==> src/rtl/nand_host_pkg.sv <==
package nand_host_pkg;
  localparam int BYTE_W = 8;
  localparam int REG_W  = 16;
  localparam int IST_W  = 5;

  typedef enum logic [1:0] {OP_CMD = 2'd0, OP_ADDR = 2'd1, OP_WDATA = 2'd2, OP_READ = 2'd3} op_e;

  typedef struct packed {
    op_e              op;
    logic [BYTE_W-1:0] byte_v;
  } wb_entry_t;

  localparam logic [3:0] RA_CTRL   = 4'h0;
  localparam logic [3:0] RA_STAT   = 4'h1;
  localparam logic [3:0] RA_ISTAT  = 4'h2;
  localparam logic [3:0] RA_IMASK  = 4'h3;
  localparam logic [3:0] RA_CMD    = 4'h4;
  localparam logic [3:0] RA_ADDR   = 4'h5;
  localparam logic [3:0] RA_WDATA  = 4'h6;
  localparam logic [3:0] RA_RDREQ  = 4'h7;
  localparam logic [3:0] RA_RDDATA = 4'h8;
  localparam logic [3:0] RA_ECCRST = 4'h9;

  localparam int IB_NBUSY = 0;
  localparam int IB_OVF   = 1;
  localparam int IB_EDGE  = 2;
  localparam int IB_RDRDY = 3;
  localparam int IB_WDONE = 4;
endpackage

==> src/rtl/nand_wbuf.sv <==
module nand_wbuf
  import nand_host_pkg::*;
#(
  parameter int DEPTH = 4
) (
  input  logic      clk,
  input  logic      rst_n,
  input  logic      push,
  input  wb_entry_t push_entry,
  input  logic      pop,
  output wb_entry_t head,
  output logic      full,
  output logic      empty
);
  localparam int PW = (DEPTH > 1) ? $clog2(DEPTH) : 1;
  localparam int CW = $clog2(DEPTH + 1);

  wb_entry_t        mem [DEPTH];
  logic [PW-1:0]    wr_ptr, rd_ptr;
  logic [CW-1:0]    count;
  logic             do_push, do_pop;

  assign full    = (count == CW'(DEPTH));
  assign empty   = (count == '0);
  assign do_push = push && !full;
  assign do_pop  = pop && !empty;
  assign head    = mem[rd_ptr];

  function automatic logic [PW-1:0] bump(input logic [PW-1:0] p);
    return (p == PW'(DEPTH - 1)) ? '0 : p + 1'b1;
  endfunction

  always_ff @(posedge clk or negedge rst_n) begin
    if (!rst_n) begin
      wr_ptr <= '0;
      rd_ptr <= '0;
      count  <= '0;
    end else begin
      if (do_push) wr_ptr <= bump(wr_ptr);
      if (do_pop)  rd_ptr <= bump(rd_ptr);
      case ({do_push, do_pop})
        2'b10:   count <= count + 1'b1;
        2'b01:   count <= count - 1'b1;
        default: count <= count;
      endcase
    end
  end

  for (genvar i = 0; i < DEPTH; i++) begin : g_slot
    always_ff @(posedge clk or negedge rst_n) begin
      if (!rst_n)                            mem[i] <= '0;
      else if (do_push && wr_ptr == PW'(i))  mem[i] <= push_entry;
    end
  end


  drop_when_full_chk: assert property (@(posedge clk) disable iff (!rst_n)
    (push && full && !pop) |=> $stable(count));
endmodule

==> src/rtl/nand_pin_seq.sv <==
module nand_pin_seq
  import nand_host_pkg::*;
(
  input  logic              clk,
  input  logic              rst_n,
  input  wb_entry_t         head,
  input  logic              empty,
  output logic              pop,
  input  logic [3:0]        wr_dly,
  input  logic [3:0]        rd_dly,
  output logic              fl_cle,
  output logic              fl_ale,
  output logic              fl_we_n,
  output logic              fl_re_n,
  output logic              fl_doe,
  output logic [BYTE_W-1:0] fl_dout,
  input  logic [BYTE_W-1:0] fl_din,
  output logic              ecc_valid,
  input  logic              ecc_ready,
  output logic [BYTE_W-1:0] ecc_data,
  output logic              rd_done,
  output logic [BYTE_W-1:0] rd_byte,
  output logic              wr_done,
  output logic              idle,
  output logic              wr_busy
);
  typedef enum logic [1:0] {S_IDLE, S_STROBE, S_HOLD} st_e;

  st_e       state;
  wb_entry_t cur;
  logic [3:0] cnt;
  logic      is_rd, has_ecc, active;

  assign is_rd   = (cur.op == OP_READ);
  assign has_ecc = (cur.op == OP_WDATA) || is_rd;
  assign active  = (state != S_IDLE);
  assign pop     = (state == S_IDLE) && !empty;
  assign idle    = (state == S_IDLE);

  always_ff @(posedge clk or negedge rst_n) begin
    if (!rst_n) begin
      state   <= S_IDLE;
      cur     <= '0;
      cnt     <= '0;
      rd_byte <= '0;
    end else begin
      case (state)
        S_IDLE: if (!empty) begin
          cur   <= head;
          cnt   <= (head.op == OP_READ) ? rd_dly : wr_dly;
          state <= S_STROBE;
        end
        S_STROBE: begin
          if (cnt == '0) begin
            if (is_rd) rd_byte <= fl_din;
            state <= S_HOLD;
          end else begin
            cnt <= cnt - 1'b1;
          end
        end
        S_HOLD: if (!has_ecc || ecc_ready) state <= S_IDLE;
        default: state <= S_IDLE;
      endcase
    end
  end

  assign fl_we_n   = !((state == S_STROBE) && !is_rd);
  assign fl_re_n   = !((state == S_STROBE) && is_rd);
  assign fl_cle    = active && (cur.op == OP_CMD);
  assign fl_ale    = active && (cur.op == OP_ADDR);
  assign fl_doe    = active && !is_rd;
  assign fl_dout   = cur.byte_v;
  assign ecc_valid = (state == S_HOLD) && has_ecc;
  assign ecc_data  = is_rd ? rd_byte : cur.byte_v;
  assign rd_done   = (state == S_STROBE) && (cnt == '0) && is_rd;
  assign wr_done   = (state == S_HOLD) && (cur.op == OP_WDATA) && ecc_ready;
  assign wr_busy   = active && (cur.op == OP_WDATA);


  strobe_excl_chk: assert property (@(posedge clk) disable iff (!rst_n)
    !(!fl_we_n && !fl_re_n) && !(fl_cle && fl_ale));

  ecc_hold_chk: assert property (@(posedge clk) disable iff (!rst_n)
    (ecc_valid && !ecc_ready) |=> (ecc_valid && $stable(ecc_data)));

  ecc_stall_chk: assert property (@(posedge clk) disable iff (!rst_n)
    (ecc_valid && !ecc_ready) |=> (fl_we_n && fl_re_n));
endmodule

==> src/rtl/nand_host_if.sv <==
module nand_host_if
  import nand_host_pkg::*;
#(
  parameter int DEPTH          = 4,
  parameter int ECC_RST_CYCLES = 3
) (
  input  logic              clk,
  input  logic              rst_n,
  input  logic              reg_wr,
  input  logic [3:0]        reg_addr,
  input  logic [REG_W-1:0]  reg_wdata,
  output logic [REG_W-1:0]  reg_rdata,
  output logic              irq,
  output logic              fl_cle,
  output logic              fl_ale,
  output logic              fl_we_n,
  output logic              fl_re_n,
  output logic              fl_doe,
  output logic [BYTE_W-1:0] fl_dout,
  input  logic [BYTE_W-1:0] fl_din,
  input  logic              fl_rdy,
  output logic              ecc_valid,
  input  logic              ecc_ready,
  output logic [BYTE_W-1:0] ecc_data,
  output logic              ecc_clr
);
  localparam int OW = $clog2(DEPTH + 2) + 1;
  localparam int EW = (ECC_RST_CYCLES > 1) ? $clog2(ECC_RST_CYCLES) : 1;

  logic [9:0]       ctrl_q;
  logic [IST_W-1:0] istat_q, imask_q, ist_set, ist_clr;
  logic             push, full, empty, pop, accepted, overflow;
  wb_entry_t        push_entry, head;
  logic             rd_done, wr_done, seq_idle, wr_busy;
  logic [BYTE_W-1:0] rd_byte;
  logic [OW-1:0]    rd_pend;
  logic             rdy_q, drained, drained_q;
  logic             ecc_busy;
  logic [EW-1:0]    ecc_cnt;

  assign push             = reg_wr && (reg_addr[3:2] == 2'b01);
  assign push_entry.op    = op_e'(reg_addr[1:0]);
  assign push_entry.byte_v = reg_wdata[BYTE_W-1:0];
  assign accepted         = push && !full;
  assign overflow         = push && full;

  nand_wbuf #(.DEPTH(DEPTH)) u_wbuf (
    .clk(clk), .rst_n(rst_n), .push(push), .push_entry(push_entry),
    .pop(pop), .head(head), .full(full), .empty(empty)
  );

  nand_pin_seq u_seq (
    .clk(clk), .rst_n(rst_n), .head(head), .empty(empty), .pop(pop),
    .wr_dly(ctrl_q[3:0]), .rd_dly(ctrl_q[7:4]),
    .fl_cle(fl_cle), .fl_ale(fl_ale), .fl_we_n(fl_we_n), .fl_re_n(fl_re_n),
    .fl_doe(fl_doe), .fl_dout(fl_dout), .fl_din(fl_din),
    .ecc_valid(ecc_valid), .ecc_ready(ecc_ready), .ecc_data(ecc_data),
    .rd_done(rd_done), .rd_byte(rd_byte), .wr_done(wr_done),
    .idle(seq_idle), .wr_busy(wr_busy)
  );

  assign drained = empty && seq_idle;

  always_comb begin
    ist_set = '0;
    ist_set[IB_NBUSY] = fl_rdy && !rdy_q;
    ist_set[IB_OVF]   = overflow;
    ist_set[IB_EDGE]  = drained && !drained_q;
    ist_set[IB_RDRDY] = rd_done;
    ist_set[IB_WDONE] = wr_done;
    ist_clr = (reg_wr && reg_addr == RA_ISTAT) ? reg_wdata[IST_W-1:0] : '0;
  end

  always_ff @(posedge clk or negedge rst_n) begin
    if (!rst_n) begin
      ctrl_q    <= '0;
      imask_q   <= '0;
      istat_q   <= '0;
      rdy_q     <= 1'b1;
      drained_q <= 1'b1;
      rd_pend   <= '0;
      ecc_busy  <= 1'b0;
      ecc_cnt   <= '0;
    end else begin
      rdy_q     <= fl_rdy;
      drained_q <= drained;
      istat_q   <= (istat_q & ~ist_clr) | ist_set;
      if (reg_wr && reg_addr == RA_CTRL)  ctrl_q  <= reg_wdata[9:0];
      if (reg_wr && reg_addr == RA_IMASK) imask_q <= reg_wdata[IST_W-1:0];
      case ({accepted && reg_addr == RA_RDREQ, rd_done})
        2'b10:   rd_pend <= rd_pend + 1'b1;
        2'b01:   rd_pend <= rd_pend - 1'b1;
        default: rd_pend <= rd_pend;
      endcase
      if (reg_wr && reg_addr == RA_ECCRST && reg_wdata[0] && !ecc_busy) begin
        ecc_busy <= 1'b1;
        ecc_cnt  <= EW'(ECC_RST_CYCLES - 1);
      end else if (ecc_busy) begin
        if (ecc_cnt == '0) ecc_busy <= 1'b0;
        else               ecc_cnt  <= ecc_cnt - 1'b1;
      end
    end
  end

  assign irq     = |(istat_q & imask_q);
  assign ecc_clr = ecc_busy;

  always_comb begin
    reg_rdata = '0;
    case (reg_addr)
      RA_CTRL:   reg_rdata[9:0] = ctrl_q;
      RA_STAT:   reg_rdata[4:0] = {drained, (rd_pend != '0), wr_busy, full, fl_rdy};
      RA_ISTAT:  reg_rdata[IST_W-1:0] = istat_q;
      RA_IMASK:  reg_rdata[IST_W-1:0] = imask_q;
      RA_RDDATA: reg_rdata[BYTE_W-1:0] = rd_byte;
      RA_ECCRST: reg_rdata[0] = ecc_busy;
      default:   reg_rdata = '0;
    endcase
  end


  rd_ready_flag_chk: assert property (@(posedge clk) disable iff (!rst_n)
    rd_done |=> istat_q[IB_RDRDY]);

  nbusy_event_chk: assert property (@(posedge clk) disable iff (!rst_n)
    (fl_rdy && !rdy_q) |=> istat_q[IB_NBUSY]);

  ecc_clr_end_chk: assert property (@(posedge clk) disable iff (!rst_n)
    (ecc_busy && ecc_cnt == '0) |=> !ecc_clr);

  overflow_flag_chk: assert property (@(posedge clk) disable iff (!rst_n)
    overflow |=> istat_q[IB_OVF]);
endmodule

==> config.mk <==
export PLATFORM = sky130hd
export DESIGN_NAME = nand_host_if
export DESIGN_NICKNAME = d
export VERILOG_FILES = /design/src/rtl/nand_host_pkg.sv /design/src/rtl/nand_wbuf.sv /design/src/rtl/nand_pin_seq.sv /design/src/rtl/nand_host_if.sv
export SDC_FILE = /design/constraint.sdc
export NUM_CORES = 1
export LEC_CHECK = 0
export BUFFER_PORTS_ARGS = -buffer_cell sky130_fd_sc_hd__buf_2
export CAP_MARGIN = 25
export CORE_MARGIN = 2
export CORE_UTILIZATION = 25
export DETAILED_ROUTE_END_ITERATION = 10
export GPL_TIMING_DRIVEN = 0
export PLACE_DENSITY_LB_ADDON = 0.15
export SLEW_MARGIN = 0
export SYNTH_ARGS = -nofsm -noshare
export SYNTH_HDL_FRONTEND = slang
export SYNTH_HIERARCHICAL = 1
export SYNTH_SLANG_ARGS = --single-unit
==> constraint.sdc <==
create_clock -name clk -period 2.6 [get_ports clk]
set_input_delay 0.13 -clock clk [delete_from_list [all_inputs] [get_ports clk]]
set_output_delay 0.13 -clock clk [all_outputs]
set_load 0.01 [all_outputs]
* Yosys cells after proc, flatten, opt, wreduce, memory -nomap -nowiden *
Index checks and enable logic that the tools add are counted.

storage, ports and cells
  register bits = 100
  input bits = 33
  output and inout port bits = 40

operators by class
  add/sub/neg operators = 8
  order comparisons = 1
  eq/ne operators = 27
  mux-type cells = 27
  bitwise gates (word level) = 6
  reductions and logical operators = 60

operators by type and width
  kind                                              count
  logical AND 1 bit                                 30
  binary-select mux 10 bit (select 2 bit)           1
  2-to-1 mux 10 bit                                 2
  case mux 4 bit (5 select lines)                   1
  == test 2 bit, second input constant              9
  2-to-1 mux 2 bit                                  9
  case mux 4 bit (2 select lines)                   2
  == test 2 x 1 -> 1 bit, second input constant     6
  2-to-1 mux 4 bit                                  3
  case mux 3 bit (2 select lines)                   2
  bitwise AND 5 bit                                 2
  nonzero test 2 bit                                5
  logical NOT 1 bit                                 9
  AND reduction 3 bit                               3
  == test 4 x 2 -> 1 bit, second input constant     2
  == test 4 bit, second input constant              2
  logical NOT 2 bit                                 4
  logical NOT 4 bit                                 2
  2-to-1 mux 8 bit                                  1
  subtractor 4 x 1 -> 4 bit, second input constant  2
  != test 2 bit, second input constant              3
  case mux 1 bit (6 select lines)                   1
  case mux 2 bit (3 select lines)                   1
  2-to-1 mux 5 bit                                  1
  20 further kinds                                  26

* Depth between registers and ports, before layout *
Gate-level depths: netlist (run 1).

  word-level depth = 8
  gate-level depth with buffers = 11
  mapped depth without buffers = 11

* Cells and area by module *
Netlist (run 1), hierarchy kept.

modules (own cells, without submodules)
  module        times used  cells each  area each (um2)  seq. area each (um2)
  nand_wbuf     1           135         2140.8           1176.1
  nand_host_if  1           156         1791.7           728.2
  nand_pin_seq  1           110         1301.2           600.6

* Worst setup path after synthesis (run 1) *
No wires, ideal clock.

  path type = register to register
  start = register u_seq.cnt[0]
  end = register rd_pend[2]
  setup time = 0.125 ns
  arrival = 2.380 ns
  data required time = 2.475 ns
  path slack = 0.095 ns
  stages on the path, launching flop included = 12
  path buffers = 0
  path through = dfrtp_1 -> inv_1 -> ha_1 -> or3b_1 -> nor3_4 -> ha_1 -> xor2_1 -> ha_1 -> a21oi_1 -> xor2_1 -> nor2_1 -> xor2_1

between the ends
  longest elaborated chain between the ends = 5

RTL lines
  item                                                                          RTL line            source
  start, declared                                                               nand_pin_seq.sv:31  logic [3:0] cnt;
  start signal, assigned                                                        nand_pin_seq.sv:50  cnt <= (head.op == OP_READ) ? rd_dly : wr_dly;
  start signal, assigned                                                        nand_pin_seq.sv:58  cnt <= cnt - 1'b1;
  logical NOT 4 bit (*)                                                         nand_pin_seq.sv:75  assign rd_done = (state == S_STROBE) && (cnt == '0) && is_rd;
  logical AND 1 bit (*) (2 in series)                                           nand_pin_seq.sv:75
  net rd_done                                                                   nand_host_if.sv:34  logic rd_done, wr_done, seq_idle, wr_busy;
  == test 2 x 1 -> 1 bit / == test 2 bit (equally long branches)                nand_host_if.sv:90  case ({accepted && reg_addr == RA_RDREQ, rd_done})
  case mux 4 bit (2 select lines) / nonzero test 2 bit (equally long branches)  n/a
  end signal, assigned                                                          nand_host_if.sv:91  2'b10: rd_pend <= rd_pend + 1'b1;
  end signal, assigned                                                          nand_host_if.sv:92  2'b01: rd_pend <= rd_pend - 1'b1;
  end signal, assigned                                                          nand_host_if.sv:93  default: rd_pend <= rd_pend;
  end, declared                                                                 nand_host_if.sv:36  logic [OW-1:0] rd_pend;

The timed path passes the listed nets; every way through them passes the cells marked *.
A chain may end at the register's enable or synchronous reset.

* Worst setup path in the final report (run 1) *
  start = register u_seq.cnt[1]
  end = register rd_pend[3]

Same word-level chain as after synthesis.

==> impl_metrics.tcl, run 1 <==
set metrics [dict create \
    dpl.hpwl_um 9642 \
    worst_pin_slew_ps 688.1 \
    place.gp.congestion 0.7596 \
    powerDensity_nw_per_um2 1010 \
    clk_latency_ps 350 \
    yosys_warnings 6 \
    h-tree-depth 3 \
    cts_sinks 100 \
    dp.cells 735 \
    routedWlPerCell_um 17.53 \
    slew_headroom_pct 54.08 \
    arrival_ps 2750 \
    worstSetupPathType "reg -> reg" \
    ys_seq_area_share_pct 47.86 \
    die_w_um 148.7 \
    avgSynthCellArea_um2 13.05 \
    vias 3492 \
    layout-drive-gt1-share_pct 47.11 \
    core_um2 20360 \
    grt_pass1_vias 3711 \
    critPathRequiredTime_ps 2880 \
    ys.flop_type "dfrtp_1" \
    viasPerCell 4.529 \
    vdd_drop_max_v 0.0002734 \
    synth.distinct_cells 67 \
    gr-total-overflow 0 \
    postPlaceCellArea_um2 5911 \
    grt_pass1_wl_um 21630 \
    post-place-ws_ps -404.5 \
    status "completed" \
    clock_skew_ps 10.70 \
    clockRootBuffer "clkbuf_16" \
    final_cells 771 \
    synthCells 401 \
    wirelength_um 13510 \
    grt_use_total_pct 12.91 \
    fin_nets 541 \
    finalCriticalPeriod_ps 2476 \
    cap_violations 0 \
    dieArea_um2 22110 \
    post-route-period-util_pct 95.22 \
    drv_slew 0 \
    antenna-diode-count 0 \
    cts_tree "built" \
    crit_path_end_kind "flop" \
    timing.hold.ws_ps 17.56 \
    grt_start_max_net_pins 61 \
    synth_edf_count 0 \
    fin_util_pct 31.62 \
    setup_violations 0 \
    cpPeakStageDelay_ps 400 \
    rows 52 \
    drc_errors 0 \
    drt-initial-drc-count 166 \
    holdCritPathClass "in -> reg" \
    fin_area_um2 6439 \
    clk_path_buf_depth 2 \
    port_buffers 58 \
    io_pins 73 \
    hold_viol 0 \
    cp_slowest_cell "dfrtp_1" \
    setup_slack_ps 124.2 \
    start_kind "flop" \
    path_cells "inv_2 > ha_4 > or3b_4 > nor3_4 > buf_4 > ha_2 > or3_1 > o32ai_2 > xor2_1" \
    grt_antenna_before_repair 0 \
    fmax_ghz 0.4039 \
    ys_async_sr_fraction_pct 100.0 \
    synth_area_um2 5234 \
    dr.pass1.iters 6 \
    cts_inserted_buffers 9 \
    start_util_pct 25.70 \
    total_leakage_power_nw 2.964 \
    ant_nets 0 \
    synth-seq-cells 100 \
    path_max_fanout 5 \
    clkTransAtPathRegs_ps 70 \
    die_h_um 148.7 \
    syn_to_final_growth_pct 23.02 \
]
-- metal layers --
metal / up-vias / part of all wire (%) / track usage [%]
met4: 0 / 1.8 / 4.857
met1: 1792 / 48 / 17.53
met2: 58 / 48 / 20.93
met3: 15 / 2.8 / 1.902
li1: 1627 / - / -
met5: - / 0 / 0
-- cells in the mapped netlist, drive strengths merged (3+ instances only) --
cell,count,area [um^2]
buf,25,200.2
a211oi,3,22.52
nand2,16,62.56
mux2i,7,70.07
a21oi,6,30.03
nor2,20,100.1
mux2,90,1074
nor2b,10,65.06
o21a,3,22.52
clkbuf,3,11.26
and3,4,25.02
nor3,6,41.29
nand3,6,42.54
a22o,3,26.28
xor2,6,52.55
nor3b,4,35.03
dfrtp,98,2452
o22ai,5,31.28
nand2b,4,25.02
or3,4,26.28
mux4,10,225.2
inv,15,56.30
ha,11,137.6
a22oi,6,45.04
-- cell type report --
class | instances | area [um^2]
fill | 2073 | 13930
timing repair buffer | 79 | 495.5
buffer | 28 | 216.5
clock inverter | 7 | 68.82
tap | 270 | 337.8
inverter | 15 | 56.30
sequential | 100 | 2505
clock buffer | 9 | 225.2
multi-input combinational | 263 | 2534
-- worst max-delay path: cells and delay by family (launching register included) --
family                     cells  cell delay, ps
and+or+nand+nor                3            1020
adders and majority gates      2             440
DFF                            1             400
buffers and inverters          2             270
xor gates and xnor gates       1             160
AOI/OAI and AO/OA              1             110
-- path summary, 6_finish.rpt --
kind                         startpoint            end  slack (ps)  cells after the start
setup / recovery           u_seq/cnt[1]     rd_pend[3]         120                      9
hold / removal             reg_wdata[9]      ctrl_q[9]          20                      2
setup reg to reg           u_seq/cnt[1]     rd_pend[3]         120                      9
hold reg to reg              rd_pend[3]     rd_pend[3]         480                      1
max in group asynchronous         rst_n  u_wbuf/mem[9]        1560                      3
min in group asynchronous         rst_n     ecc_cnt[0]         320                      2
-- report_power, final --
group	internal, mW	switching, mW	total (mW)	leakage [nW]
clock	0.674	0.664	1.34	0.137
sequential	2.19	0.477	2.66	1.24
combinational	1.42	1.09	2.50	1.59
total	4.28	2.23	6.50	2.96
-- state kept, by name (all words and copies together), names as in the netlist, 3 cells and up --
| signal | cells |
|---|---|
| ctrl_q | 10 |
| imask_q | 5 |
| istat_q | 5 |
| rd_pend | 4 |
| u_seq/cnt | 4 |
| u_seq/fl_dout | 8 |
| u_seq/rd_byte | 8 |
| u_wbuf/count | 3 |
| u_wbuf/mem | 40 |
-- cells by family after synthesis --
kind of cell,Yosys count,synth area share (%)
multiplexers,107,26.15
flip-flops,100,47.86
AND/OR/NAND/NOR,86,10.02
AO/OA/AOI/OAI,44,6.431
buffers and inverters,43,5.116
adder cells (fa/ha/maj),12,3.012
XOR/XNOR,8,1.339
other,1,0.07165
-- stage by stage --
step | power, mW | TNS (ps)
2_1_floorplan | 4.354 | 0
3_3_place_gp | 5.060 | -1515
3_5_place_dp | 5.130 | -1618
4_1_cts | 6.541 | -3.545
5_1_grt | 6.990 | -13.69
6_report | 6.505 | 0
-- layout by cell type (no fill, tap or decap), types with 4 or more instances in the layout --
cell type	Yosys	routed
nand3_1	5	5
conb_1	1	6
nor2b_1	9	9
mux4_2	10	10
a22oi_1	6	6
a21oi_1	6	6
nor2_2	4	4
mux2_2	72	72
inv_1	15	13
dlygate4sd3_1	0	10
clkbuf_16	0	9
nand2b_1	4	4
mux2_4	16	16
nand2_1	15	15
xor2_1	6	6
dfrtp_1	98	98
buf_2	4	61
o22ai_1	5	5
nor2_1	14	14
buf_6	4	5
ha_1	11	8
and3_1	4	4
mux2i_1	7	7
buf_4	16	26
-- repair_timing --
action,in CTS,in global routing
resized for setup,6,9
endpoints found under the hold margin,47,0
buffers inserted,3,7
pin swaps,2,4
endpoints found under the setup margin,5,5
hold buffers,10,0
Note: power is estimated with default switching activity, not from simulation.
==> inputs of run 2 (changes only) <==
Settings changed: SETUP_SLACK_MARGIN set to 0.5.
==> run 2 against run 1 <==
Effect of this change: die area unchanged; register-to-register slack improved by 140 ps; sequential cell count unchanged; sequential power about the same; non-clock buffer count increased by 14; critical path type unchanged.
==> impl_metrics.tcl, run 2 (synthesis gave the netlist of run 1 again) <==
set metrics [dict create \
    fin_nets 555 \
    cts_tree "built" \
    grt_pass1_vias 3649 \
    grt_pass1_wl_um 21450 \
    grt_antenna_before_repair 0 \
    fillers 2018 \
    slew_headroom_pct 50.42 \
    start_util_pct 25.70 \
    total_leakage_power_nw 3.077 \
    rows 52 \
    holdCritPathClass "in -> reg" \
    antenna-diode-count 0 \
    hold_viol 0 \
    dp.cells 735 \
    clkPwrFrac_pct 20.9 \
    largest_registers "u_wbuf/mem x40, ctrl_q x10" \
    cap_violations 0 \
    clock_skew_ps 15.98 \
    cellInternalPower_mw 4.656 \
    p_sw_share_pct 32.56 \
    final_cell_mix "95 x dfrtp_1, 72 x mux2_2, 59 x buf_2" \
    fin_util_pct 32.94 \
    tns_ps 0 \
    finalCriticalPeriod_ps 2332 \
    cts_inserted_buffers 9 \
    vdd_drop_max_v 0.0003212 \
    dieArea_um2 22110 \
    drt-initial-drc-count 136 \
    clkTransAtPathRegs_ps 70 \
    ant_nets 0 \
    postPlaceCellArea_um2 5936 \
    largest_reg_flops 40 \
    timing.hold.ws_ps 21.35 \
    powerDensity_nw_per_um2 1029 \
    setup_slack_ps 268.4 \
    core_um2 20360 \
    layout-drive-gt1-share_pct 51.66 \
    crit_path_end_kind "flop" \
    power.total_mw 6.904 \
    critPathRequiredTime_ps 2870 \
    top_register "u_wbuf/mem" \
    dr.pass1.iters 4 \
    worst_pin_slew_ps 742.9 \
    viasPerCell 4.524 \
    dpl.hpwl_um 9637 \
    setup_violations 0 \
    post-route-period-util_pct 89.68 \
    syn_to_final_growth_pct 28.16 \
    clk_latency_ps 360 \
    place.gp.congestion 0.7766 \
    worstSetupPathType "reg -> reg" \
    post-place-ws_ps -360.1 \
    layout_commonest_cell "dfrtp_1" \
    gr-total-overflow 0 \
    status "completed" \
    final_cells 783 \
    vias 3542 \
    arrival_ps 2610 \
    port_buffers 58 \
    h-tree-depth 3 \
    drv_slew 0 \
    path_max_fanout 3 \
    p_seq_share_pct 38.9 \
    power_switching_mw 2.248 \
    grt_start_max_net_pins 65 \
    wirelength_um 13800 \
    fmax_ghz 0.4289 \
    start_kind "flop" \
    grt_use_total_pct 12.90 \
    cts_sinks 100 \
    power_frac_comb_pct 40.1 \
    io_pins 73 \
    rsz0062_at_grt "yes" \
    clockRootBuffer "clkbuf_16" \
    drc_errors 0 \
    routedWlPerCell_um 17.63 \
    die_w_um 148.7 \
    fin_area_um2 6708 \
    die_h_um 148.7 \
    clk_path_buf_depth 2 \
]
## run 2: cell type report
class | count | area (um^2) | share of cell area [%]
inverter | 15 | 58.81 | 0.8767
buffer | 28 | 245.2 | 3.656
clock buffer | 9 | 225.2 | 3.358
clock inverter | 5 | 85.08 | 1.268
sequential | 100 | 2509 | 37.40
multi-input combinational | 263 | 2621 | 39.08
tap | 270 | 337.8 | 5.036
timing repair buffer | 93 | 625.6 | 9.327
## run 2: timing repair
action                                  CTS  global route
cloned                                    0             0
pin swaps                                10             8
resized for setup                        28            13
hold buffers                             11             0
buffers inserted                         16             7
endpoints found under the setup margin   24             8
hold endpoints to repair                 44             0
## run 2: final timing paths
kind,start,endpoint,slack [ps],cells past startpoint
setup / recovery,u_seq/cnt[1],rd_pend[2],270,12
hold / removal,fl_din[3],u_seq/rd_byte[3],20,2
setup reg to reg,u_seq/cnt[1],rd_pend[2],270,12
hold reg to reg,rd_pend[3],rd_pend[3],470,1
max in group asynchronous,rst_n,u_wbuf/rd_ptr[0],1580,3
min in group asynchronous,rst_n,u_seq/cnt[2],300,2
## run 2: power by group through the flow
stage	Combinational (mW)	Sequential [mW]	Clock [mW]
6_report	2.77	2.69	1.45
5_1_grt	3.02	2.77	1.58
4_1_cts	2.70	2.69	1.50
3_5_place_dp	2.45	2.70	0
3_3_place_gp	2.41	2.67	0
2_1_floorplan	1.87	2.51	0
## run 2: metal layers
metal  GRT usage (%)  up-vias  wire length (um)  part of all wire, %
li1                -     1653                 -                    -
met1           16.94     1823              6451                   47
met2           21.57       53              6769                   49
met3           2.423       13               380                  2.8
met4           4.095        0               201                  1.5
met5               0        -                 0                    0
## run 2: worst max-delay path, stage by stage (launching register included)
cell     delay [ps]
dfrtp_1         400
inv_2            80
ha_4            130
or3b_4          390
nor3_4          150
buf_6           170
ha_4            140
xor2_1          160
ha_2            190
a21oi_2          40
xor2_1          140
nor2_1          110
xor2_1          150
==> inputs of run 3 (changes only) <==
Settings changed: CORE_UTILIZATION 25 to 30.
==> run 3 against run 2 <==
Effect of this change: die area is 16% lower; clock-buffer cell count is 1 higher; largest cell class unchanged; first-iteration DRC count is 24% higher; sequential cell count stayed put; final area is 0.88% higher; clock skew is 7.0 ps lower; combinational power is 1% higher; non-clock buffer count is 10 higher; power is 1.5% higher; global-route usage is 2.4 points higher.
==> impl_metrics.tcl, run 3 (synthesis gave the netlist of run 1 again) <==
set metrics [dict create \
    wirelength_um 13370 \
    holdCritPathClass "in -> reg" \
    port_buffers 58 \
    path_max_fanout 4 \
    io_pins 73 \
    clk_latency_ps 360 \
    rows 48 \
    crit_path_end_kind "flop" \
    clk_path_buf_depth 2 \
    clock_skew_ps 8.955 \
    slew_headroom_pct 50.70 \
    hold_viol 0 \
    worst_pin_slew_ps 738.7 \
    min_from "reg_wdata[8]" \
    routedWlPerCell_um 17.82 \
    critPathRequiredTime_ps 2830 \
    cts_sinks 100 \
    place.gp.congestion 0.8103 \
    grt_use_total_pct 15.29 \
    powerDensity_nw_per_um2 1036 \
    fin_nets 565 \
    grt_antenna_before_repair 0 \
    die_h_um 136.1 \
    start_kind "flop" \
    fmax_ghz 0.4295 \
    critPathMostFrequentCell "ha_4" \
    grt_pass1_vias 3714 \
    ant_nets 0 \
    core_um2 17180 \
    dr.pass1.iters 4 \
    finalCriticalPeriod_ps 2328 \
    dpl.hpwl_um 9290 \
    rr_startpoint "u_seq/cnt[0]" \
    antenna-diode-count 0 \
    worstSetupPathType "reg -> reg" \
    layout_commonest_cell "dfrtp_1" \
    final_cell_mix "95 x dfrtp_1, 64 x mux2_2, 60 x buf_2" \
    post-route-period-util_pct 89.54 \
    path_cells "inv_2 > ha_4 > or3b_4 > nor3_4 > buf_4 > ha_4 > and2b_1 > a21oi_1 > o32ai_2 > xor2_1" \
    syn_to_final_growth_pct 29.29 \
    arrival_ps 2560 \
    h-tree-depth 3 \
    status "completed" \
    drc_errors 0 \
    largest_reg_flops 40 \
    gr-total-overflow 0 \
    cp_slowest_cell "dfrtp_1" \
    cts_inserted_buffers 9 \
    total_leakage_power_nw 3.142 \
    grt_pass1_wl_um 21020 \
    largest_registers "u_wbuf/mem x40, ctrl_q x10" \
    cap_violations 0 \
    dieArea_um2 18520 \
    viasPerCell 4.789 \
    startpoint "u_seq/cnt[0]" \
    cts_tree "built" \
    fin_util_pct 39.39 \
    setup_violations 0 \
    die_w_um 136.1 \
    grt_start_max_net_pins 54 \
    clkTransAtPathRegs_ps 70 \
    start_util_pct 30.47 \
    tns_ps 0 \
    vdd_drop_max_v 0.0004693 \
    drt-initial-drc-count 168 \
    layout-drive-gt1-share_pct 52.95 \
    cpPeakStageDelay_ps 400 \
    clockRootBuffer "clkbuf_16" \
    drv_slew 0 \
    fillers 1692 \
    rsz0062_at_grt "yes" \
    vias 3592 \
    top_register "u_wbuf/mem" \
]
-- run 3: per-stage QoR --
step,total power [mW],instance area (um^2),cells,setup slack [ps],hold slack [ps]
2_1_floorplan,4.375,5278,406,123.4,-165.6
6_report,7.008,6766,750,272.0,10.64
5_1_grt,7.476,6766,750,189.1,14.12
4_1_cts,7.020,6678,741,213.4,0.5725
3_3_place_gp,5.077,5849,689,-355.0,269.5
3_5_place_dp,5.152,5879,690,-376.8,208.7
-- run 3: cell type report --
class	instances	area [um^2]	area share [%]
clock buffer	10	239.0	3.532
buffer	28	249.0	3.680
inverter	15	56.30	0.8321
timing repair buffer	103	703.2	10.39
sequential	100	2509	37.07
clock inverter	6	93.84	1.387
multi-input combinational	263	2635	38.94
tap	225	281.5	4.161
-- run 3: per-layer routing --
layer	routed length (um)	global-route usage [%]	share of wire [%]
met1	6105	20.41	46
met2	6488	24.71	49
met3	488	2.647	3.7
met4	284	6.019	2.1
met5	0	0	0
-- run 3: path summary, 6_finish.rpt --
check                      slack (ps)  cells after the start              to
setup reg to reg                  270                     10      rd_pend[3]
hold reg to reg                   470                      1      rd_pend[3]
min in group asynchronous         350                      2  u_wbuf/mem[10]
setup / recovery                  270                     10      rd_pend[3]
max in group asynchronous        1520                      3           rdy_q
hold / removal                     10                      2       ctrl_q[8]
-- run 3: where the power goes --
| group | leakage (nW) | switching [mW] | internal, mW |
|---|---|---|---|
| registers | 1.24 | 0.497 | 2.19 |
| clock network | 0.160 | 0.627 | 0.879 |
| logic | 1.75 | 1.16 | 1.65 |
| total | 3.14 | 2.28 | 4.73 |
-- run 3: what timing repair did --
| item | CTS | global route |
|---|---|---|
| hold buffers | 10 | 0 |
| setup endpoints to repair | 23 | 18 |
| gates resized for setup | 43 | 10 |
| buffers inserted | 25 | 9 |
| pin swaps | 12 | 9 |
| hold endpoints to repair | 56 | 0 |
| cloned | 0 | 0 |
-- run 3: critical path, delay by kind of cell (launching register included) --
family                     cells  cell delay (ps)
AOI/OAI and AO/OA              2              290
xor gates and xnor gates       1              160
adders and majority gates      2              260
buffers and inverters          2              260
DFF                            1              400
and+or+nand+nor                3              820
